$ cat config.mk
export PLATFORM = sky130hd
export DESIGN_NAME = rx_desc_walker
export DESIGN_NICKNAME = d
export VERILOG_FILES = /design/src/rtl/rxdw_pkg.sv /design/src/rtl/rxdw_addr_gen.sv /design/src/rtl/rxdw_seq_bump.sv /design/src/rtl/rx_desc_walker.sv
export SDC_FILE = /design/constraint.sdc
export NUM_CORES = 1
export LEC_CHECK = 0
export BUFFER_PORTS_ARGS = -buffer_cell sky130_fd_sc_hd__buf_2
export CORE_ASPECT_RATIO = 1.4
export CORE_MARGIN = 2
export CORE_UTILIZATION = 40
export DETAILED_ROUTE_END_ITERATION = 10
export MAX_ROUTING_LAYER = met4
export PLACE_DENSITY = 0.82
export SLEW_MARGIN = 20
export SYNTH_ARGS = -nofsm -noshare
export SYNTH_HDL_FRONTEND = slang
export SYNTH_SLANG_ARGS = --single-unit
$ cat constraint.sdc
create_clock -name clk -period 8.4 [get_ports clk]
set_clock_uncertainty 0.2 [all_clocks]
set_input_delay 1.68 -clock clk [delete_from_list [all_inputs] [get_ports clk]]
set_output_delay 1.68 -clock clk [all_outputs]
set_load 0.005 [all_outputs]
$ cat src/rtl/rxdw_pkg.sv
package rxdw_pkg;

    parameter int unsigned PTR_W = 16;
    parameter int unsigned SEQ_W = 16;

    typedef enum logic [2:0] {
        ST_IDLE       = 3'd0,
        ST_REREAD     = 3'd1,
        ST_RELEASE    = 3'd2,
        ST_WAIT_STORE = 3'd3,
        ST_LINK_RD    = 3'd4,
        ST_INUSE_WR   = 3'd5
    } walk_state_e;

    typedef struct packed {
        walk_state_e      state;
        logic             wide;
        logic [PTR_W-1:0] cur;
        logic [PTR_W-1:0] link;
        logic [SEQ_W-1:0] seq;
        logic             irq_rx;
        logic             irq_exh;
        logic             dec_valid;
        logic             dec_accept;
    } walk_regs_t;

endpackage

$ cat src/rtl/rxdw_addr_gen.sv
module rxdw_addr_gen #(
    parameter int unsigned PTR_W      = 16,
    parameter int unsigned LINK_WORD  = 5,
    parameter int unsigned INUSE_WORD = 6
) (
    input  logic [PTR_W-1:0]   upper_i,
    input  logic [PTR_W-1:0]   ptr_i,
    input  logic               wide_i,
    input  logic               sel_inuse_i,
    output logic [2*PTR_W-1:0] addr_o
);
    localparam int unsigned AW         = 2 * PTR_W;
    localparam int unsigned FIELD_B    = PTR_W / 8;
    localparam logic [AW-1:0] LINK_N   = AW'(LINK_WORD * FIELD_B);
    localparam logic [AW-1:0] LINK_W   = AW'(LINK_WORD * FIELD_B * 2);
    localparam logic [AW-1:0] INUSE_N  = AW'(INUSE_WORD * FIELD_B);
    localparam logic [AW-1:0] INUSE_W  = AW'(INUSE_WORD * FIELD_B * 2);

    logic [AW-1:0] base;
    logic [AW-1:0] offset;

    // the end-of-chain bit never reaches the address
    assign base = {upper_i, ptr_i[PTR_W-1:1], 1'b0};

    always_comb begin
        if (sel_inuse_i) offset = wide_i ? INUSE_W : INUSE_N;
        else             offset = wide_i ? LINK_W  : LINK_N;
    end

    assign addr_o = base + offset;
endmodule

$ cat src/rtl/rxdw_seq_bump.sv
module rxdw_seq_bump #(
    parameter int unsigned SEQ_W = 16,
    parameter int unsigned LOW_W = 8
) (
    input  logic [SEQ_W-1:0] seq_i,
    output logic [SEQ_W-1:0] seq_o
);
    generate
        if (LOW_W >= SEQ_W) begin : g_whole
            assign seq_o = seq_i + 1'b1;
        end else begin : g_split
            logic [LOW_W-1:0] low_next;
            assign low_next = seq_i[LOW_W-1:0] + 1'b1;
            assign seq_o    = {seq_i[SEQ_W-1:LOW_W], low_next};
        end
    endgenerate
endmodule

$ cat src/rtl/rx_desc_walker.sv
module rx_desc_walker
    import rxdw_pkg::*;
#(
    parameter int unsigned LINK_WORD  = 5,
    parameter int unsigned INUSE_WORD = 6,
    parameter int unsigned SEQ_LOW_W  = 8
) (
    input  logic               clk,
    input  logic               rst,
    input  logic               wide_mode,
    input  logic [PTR_W-1:0]   upper_addr,
    input  logic               cfg_load,
    input  logic [PTR_W-1:0]   cfg_ptr,
    input  logic [SEQ_W-1:0]   cfg_seq,
    input  logic [1:0]         irq_clr,
    input  logic               pkt_arrive,
    input  logic               pkt_stored,
    output logic               dec_valid,
    output logic               dec_accept,
    output logic               busy,
    output logic               mem_req,
    output logic               mem_we,
    output logic [2*PTR_W-1:0] mem_addr,
    output logic [2*PTR_W-1:0] mem_wdata,
    input  logic [2*PTR_W-1:0] mem_rdata,
    input  logic               mem_done,
    output logic [PTR_W-1:0]   cur_ptr,
    output logic [PTR_W-1:0]   last_link,
    output logic [SEQ_W-1:0]   seq_count,
    output logic               irq_rx,
    output logic               irq_exh
);
    localparam logic [PTR_W-1:0] RELEASE_WORD = '0;
    localparam int unsigned      KEEP_LO      = (SEQ_LOW_W < SEQ_W) ? SEQ_LOW_W : 0;

    walk_regs_t r_q, r_d;
    logic [SEQ_W-1:0] seq_next;
    logic [PTR_W-1:0] rd_word;
    logic [PTR_W-1:0] unused_rd_hi;
    logic             set_rx, set_exh;

    assign rd_word      = mem_rdata[PTR_W-1:0];
    assign unused_rd_hi = mem_rdata[2*PTR_W-1:PTR_W];

    rxdw_addr_gen #(
        .PTR_W      (PTR_W),
        .LINK_WORD  (LINK_WORD),
        .INUSE_WORD (INUSE_WORD)
    ) i_addr (
        .upper_i     (upper_addr),
        .ptr_i       (r_q.cur),
        .wide_i      (r_q.wide),
        .sel_inuse_i (mem_we),
        .addr_o      (mem_addr)
    );

    rxdw_seq_bump #(
        .SEQ_W (SEQ_W),
        .LOW_W (SEQ_LOW_W)
    ) i_seq (
        .seq_i (r_q.seq),
        .seq_o (seq_next)
    );

    always_comb begin
        r_d           = r_q;
        r_d.dec_valid = 1'b0;
        set_rx        = 1'b0;
        set_exh       = 1'b0;
        unique case (r_q.state)
            ST_IDLE: begin
                if (pkt_arrive) begin
                    r_d.wide = wide_mode;
                    if (r_q.link[0]) begin
                        r_d.state = ST_REREAD;
                    end else begin
                        r_d.state      = ST_WAIT_STORE;
                        r_d.dec_valid  = 1'b1;
                        r_d.dec_accept = 1'b1;
                    end
                end else if (cfg_load) begin
                    r_d.cur  = cfg_ptr;
                    r_d.link = {cfg_ptr[PTR_W-1:1], 1'b0};
                    r_d.seq  = cfg_seq;
                end
            end
            ST_REREAD: begin
                if (mem_done) begin
                    r_d.link = rd_word;
                    if (rd_word[0]) begin
                        r_d.state      = ST_IDLE;
                        r_d.dec_valid  = 1'b1;
                        r_d.dec_accept = 1'b0;
                    end else begin
                        r_d.state = ST_RELEASE;
                    end
                end
            end
            ST_RELEASE: begin
                if (mem_done) begin
                    r_d.cur        = r_q.link;
                    set_rx         = 1'b1;
                    r_d.state      = ST_WAIT_STORE;
                    r_d.dec_valid  = 1'b1;
                    r_d.dec_accept = 1'b1;
                end
            end
            ST_WAIT_STORE: begin
                if (pkt_stored) r_d.state = ST_LINK_RD;
            end
            ST_LINK_RD: begin
                if (mem_done) begin
                    r_d.link = rd_word;
                    r_d.seq  = seq_next;
                    if (rd_word[0]) begin
                        set_exh   = 1'b1;
                        r_d.state = ST_IDLE;
                    end else begin
                        r_d.state = ST_INUSE_WR;
                    end
                end
            end
            ST_INUSE_WR: begin
                if (mem_done) begin
                    r_d.cur   = r_q.link;
                    set_rx    = 1'b1;
                    r_d.state = ST_IDLE;
                end
            end
            default: r_d.state = ST_IDLE;
        endcase
        r_d.irq_rx  = (r_q.irq_rx  & ~irq_clr[0]) | set_rx;
        r_d.irq_exh = (r_q.irq_exh & ~irq_clr[1]) | set_exh;
    end

    always_ff @(posedge clk) begin
        if (rst) r_q <= '0;
        else     r_q <= r_d;
    end

    assign mem_req    = (r_q.state == ST_REREAD) || (r_q.state == ST_RELEASE) ||
                        (r_q.state == ST_LINK_RD) || (r_q.state == ST_INUSE_WR);
    assign mem_we     = (r_q.state == ST_RELEASE) || (r_q.state == ST_INUSE_WR);
    assign mem_wdata  = {{PTR_W{1'b0}}, RELEASE_WORD};
    assign busy       = (r_q.state != ST_IDLE);
    assign dec_valid  = r_q.dec_valid;
    assign dec_accept = r_q.dec_accept;
    assign cur_ptr    = r_q.cur;
    assign last_link  = r_q.link;
    assign seq_count  = r_q.seq;
    assign irq_rx     = r_q.irq_rx;
    assign irq_exh    = r_q.irq_exh;

    // a pending access keeps its request and address until done
    assert_req_held_R9: assert property (@(posedge clk) disable iff (rst)
        (mem_req && !mem_done) |=> (mem_req && $stable(mem_addr)));

    // memory traffic only happens inside a walk
    assert_req_in_walk_R9: assert property (@(posedge clk) disable iff (rst)
        mem_req |-> busy);

    // a drop is only reported while the chain end is still marked
    assert_drop_on_eol_R5: assert property (@(posedge clk) disable iff (rst)
        (dec_valid && !dec_accept) |-> last_link[0]);

    // the exhausted flag rises only with an end-marked link in hand
    assert_exh_on_eol_R3: assert property (@(posedge clk) disable iff (rst)
        $rose(irq_exh) |-> last_link[0]);

    // the pointer moves only together with a received-packet flag
    assert_move_flags_rx_R4: assert property (@(posedge clk) disable iff (rst)
        !cfg_load |=> ($stable(cur_ptr) || irq_rx));

    // writes never carry anything but zero
    assert_write_zero_R7: assert property (@(posedge clk) disable iff (rst)
        (mem_req && mem_we) |-> (mem_wdata == '0));

    generate
        if (KEEP_LO != 0) begin : g_seq_chk
            // the upper part of the sequence count is untouched by packets
            assert_seq_high_kept_R8: assert property (@(posedge clk) disable iff (rst)
                !cfg_load |=> (seq_count[SEQ_W-1:KEEP_LO] == $past(seq_count[SEQ_W-1:KEEP_LO])));
        end
    endgenerate
endmodule

==> results.md <==
- The worst hold path belongs to the class flop to flop.
- The total wire length after detailed routing is about 11000 microns.
- The routability congestion estimate from global placement is 0.816.
- In the global route stage, overall resource usage came out at 18.4%.
- Data arrives at the worst endpoint at roughly 4 ns.
- After floorplanning, the core was divided into 44 placement rows.
- The internal power component is 815 uW.
- The clock network latency to the later pin of the worst-skew pair is ~0.29 ns.
- The count of placed standard cells in the final layout, fillers left out is 730.
- The flow ran to the end, and the final reports show no timing, DRC or antenna violations.
- The portion of the clock cycle consumed by the worst path in the final layout is ~70%.
- The initial antenna violation count is 1.
- The relative slew slack is between 40% and 50%.
- The via count of the first global-routing pass was ~3.5k.
- Clock-pin slew was measured on the worst setup and hold paths at approximately 0.07 ns.
- Yosys printed 0 warnings.
- The gate count of the mapped netlist is just over 500.
- At the end of the flow the core is filled with cells to between 40 and 50%.
- For this design the static power due to leakage is between 0.002 and 0.0025 uW.
- After clock tree synthesis, the setup repair step added 0 buffers.
- A synthesized cell averages 8.32 sq um.
- The number of max-cap violations is 0.
- The power share of the combinational group is roughly half.
- The sequential group share of total power is between 30 and 40%.
- Dividing the detail-routed via count by the number of cells gives a little over 5.
- The setup TNS is 0 ns.
- The top metal layer carrying routed signals is met4.
- The net switching power is approximately 610 uW.
- Counting along the longest clock path gives a buffer depth of 2.
- The post-layout minimum cycle time is between 5 and 6 ns.
- After detailed routing, the number of remaining DRC violations is 0.
- For this design the top-level I/O count stands at between 200 and 250.
- The most used standard cell by instance count after synthesis is buf_4.
- The number of unique standard cell types used by synthesis is 58.
- After legalization and detailed placement, the total HPWL measured between 7000 and 8000 microns.
- The instance count after placement with tap cells included is 721.
- Setup violations remaining at the end of the flow were counted as 0.
- Relative to the synthesized area, the layout overhead comes to 11.0%.
- The initial standard-cell utilization of the core is between 40% and 50%.
- The number of storage elements in the synthesis netlist is 56.
- The layout has ~1.1k filler cells.
- The synthesized design contains 0 enable-type register cells.
- The number of clock sinks seen by CTS is between 50 and 60.
- The clock share of power is between 10 and 15%.
- The power density of the placed cells is between 300 and 400 nW/um^2.
- The hold-fix buffer count after cts is 0.
- For this run, asynchronously set or reset flops after synthesis account for 0%.
- Summing over every cut layer, the via total after detailed routing is around 3.8k.
- The critical path data required time is 6.52 ns.
- The fraction of layout instances using a drive strength above 1 is a little under a third.
- TritonCTS built the clock tree.
- The first routing iteration left 138 violations.
- Summed over all nets, wire length on met2 after detailed routing comes to about 5500 microns.
- The type of destination of the critical path is an output port.
- The max-slew violation count came to 0.
- Summing all flip-flop and latch instances after layout gives roughly 1100 sq um.
- The die is about 90 microns wide.
- The number of gates resized after CTS was 0.
- The routed length on met3 is between 700 and 800 microns.
- The maximum fanout along the worst path is 26.
- After detailed routing, the average wire length per cell comes to roughly 15 microns.
- For the pin with the worst max-slew slack, the measured transition is around 0.88 ns.
- The vertical die dimension is about 130 microns.
- The share of synthesized area in the top cell type comes to a little over a quarter.
- The number of hold violations in the final report is 0.
- The wire length of the first global-routing pass is roughly 17000 microns.
- The switching part of the total power is 42.8%.
- The area inside the core boundary is between 10000 and 15000 sq um.
- The peak supply drop is roughly 180 uV.
- The total grt overflow is 0.
- The peak clock frequency supported by timing is ~170 MHz.
- dfxtp_1 takes more of the synthesized area than any other cell.
- The tree is rooted in a clkbuf_16.
- The type of origin of the critical path is a flop.
- The floorplan step defined a die boundary enclosing about 11000 sq um.
- The met1 wire length is ~4300 microns.
- The number of nets still failing antenna checks after routing is 0.
- Summing every instance area after synthesis gives 4180 sq um.
- After synthesis, the cell types taking the most area are dfxtp_1, buf_4, mux2i_1.
- Setup repair after global routing left no endpoint under its margin.
- Entering global routing, the biggest net connects 58 pins.
- Summing all multi-input logic gate instances after layout gives between 2000 and 2500 sq um.
- The primary flip-flop cell chosen by synthesis mapping is dfxtp_1.
- Buffers placed on the I/O ports in this run total 158.
- The area of all placed cells without fillers is around 4600 sq um.
- Sorting the synthesized cells by how often they occur yields buf_4, dfxtp_1, nor3_1.
- The share of synthesized area occupied by flip-flops and latches is between 20 and 30%.
- The clock tree synthesis step divided the H-tree into 2 levels.
- The number of optimization iterations in the first detailed-route pass is 4.
- After the last flow step, the layout net total stands at ~700.
- The cell area after placement is approximately 4500 sq um.
- The number of clock buffers inserted by TritonCTS is 5.
- The category of the most critical setup path is flop to output port.
metrics by stage:
| step | hold slack (ns) | power [uW] | setup WS, ns |
|---|---|---|---|
| after CTS | 0.249 | 1440 | 2.44 |
| after floorplan | 0.232 | 1100 | 3.67 |
| after detailed placement | 0.240 | 1230 | 2.78 |
| after global placement | 0.235 | 1220 | 2.78 |
| final | 0.249 | 1420 | 2.50 |
| after global routing | 0.263 | 1530 | 2.20 |
flip-flops by register name, indices dropped and copies added, names as in the netlist:
signal      count
seq_count      16
irq_exh         1
r_q             4
dec_accept      1
irq_rx          1
last_link      16
cur_ptr        16
dec_valid       1
layer usage:
layer | track usage, % | vias to the layer above
met5 | - | -
met4 | 6.61 | 0
met3 | 3.86 | 16
met2 | 33.0 | 165
met1 | 19.9 | 1764
li1 | - | 1848
cells in the final DEF (no fill, tap or decap), types with 22 or more instances in the layout:
cell type | synthesis | routed
a211oi_1 | 23 | 23
a21oi_1 | 22 | 22
buf_2 | 8 | 158
conb_1 | 1 | 33
dfxtp_1 | 56 | 56
mux2i_1 | 32 | 32
nand2_1 | 23 | 23
nand3_1 | 26 | 26
nor3_1 | 34 | 34
xnor2_1 | 28 | 28
final timing paths:
path | from | end | slack, ns | cells past startpoint
hold / removal | seq_count[8] | seq_count[8] | 0.25 | 2
setup reg to reg | r_q[54] | last_link[4] | 5.43 | 4
hold reg to reg | seq_count[8] | seq_count[8] | 0.25 | 2
setup / recovery | r_q[54] | mem_addr[31] | 2.50 | 11
critical path: stages, from the launching register on:
cell and delay (ns):
dfxtp_1 0.89, nor3b_1 0.44, nor2_2 0.04, buf_4 0.25, ha_1 0.35, inv_1 0.06
fa_1 0.43, nor2b_1 0.15, o31a_1 0.52, nand4_1 0.24, xnor2_1 0.19, buf_2 0.13
final cells by class:
type                       count  share of cell area, %
clock inverter                 1                  0.108
antenna                        1                 0.0539
sequential                    56                   24.1
multi-input combinational    349                   50.0
clock buffer                   6                   2.78
inverter                      15                   1.21
timing repair buffer         164                   18.0
tap                          138                   3.72
power by group through the flow:
stage	clock (uW)	sequential, uW	combinational, uW
2_1_floorplan	0	439	659
3_3_place_gp	0	485	733
3_5_place_dp	0	488	744
4_1_cts	211	482	745
5_1_grt	219	498	818
6_report	203	484	737
cell families (layout without fill, tap and decap cells):
family / count (synthesis) / in the layout / share of synthesized area (%)
and+or+nand+nor: 153 / 153 / 19.6
buffers and inverters: 130 / 186 / 20.6
AOI/OAI and AO/OA: 94 / 94 / 16.6
DFF: 56 / 56 / 26.8
muxes: 32 / 32 / 7.66
xor gates and xnor gates: 29 / 29 / 6.07
adders and majority gates: 8 / 8 / 2.57
other: 1 / 34 / 0.0896
Note: power is estimated with default switching activity, not from simulation.
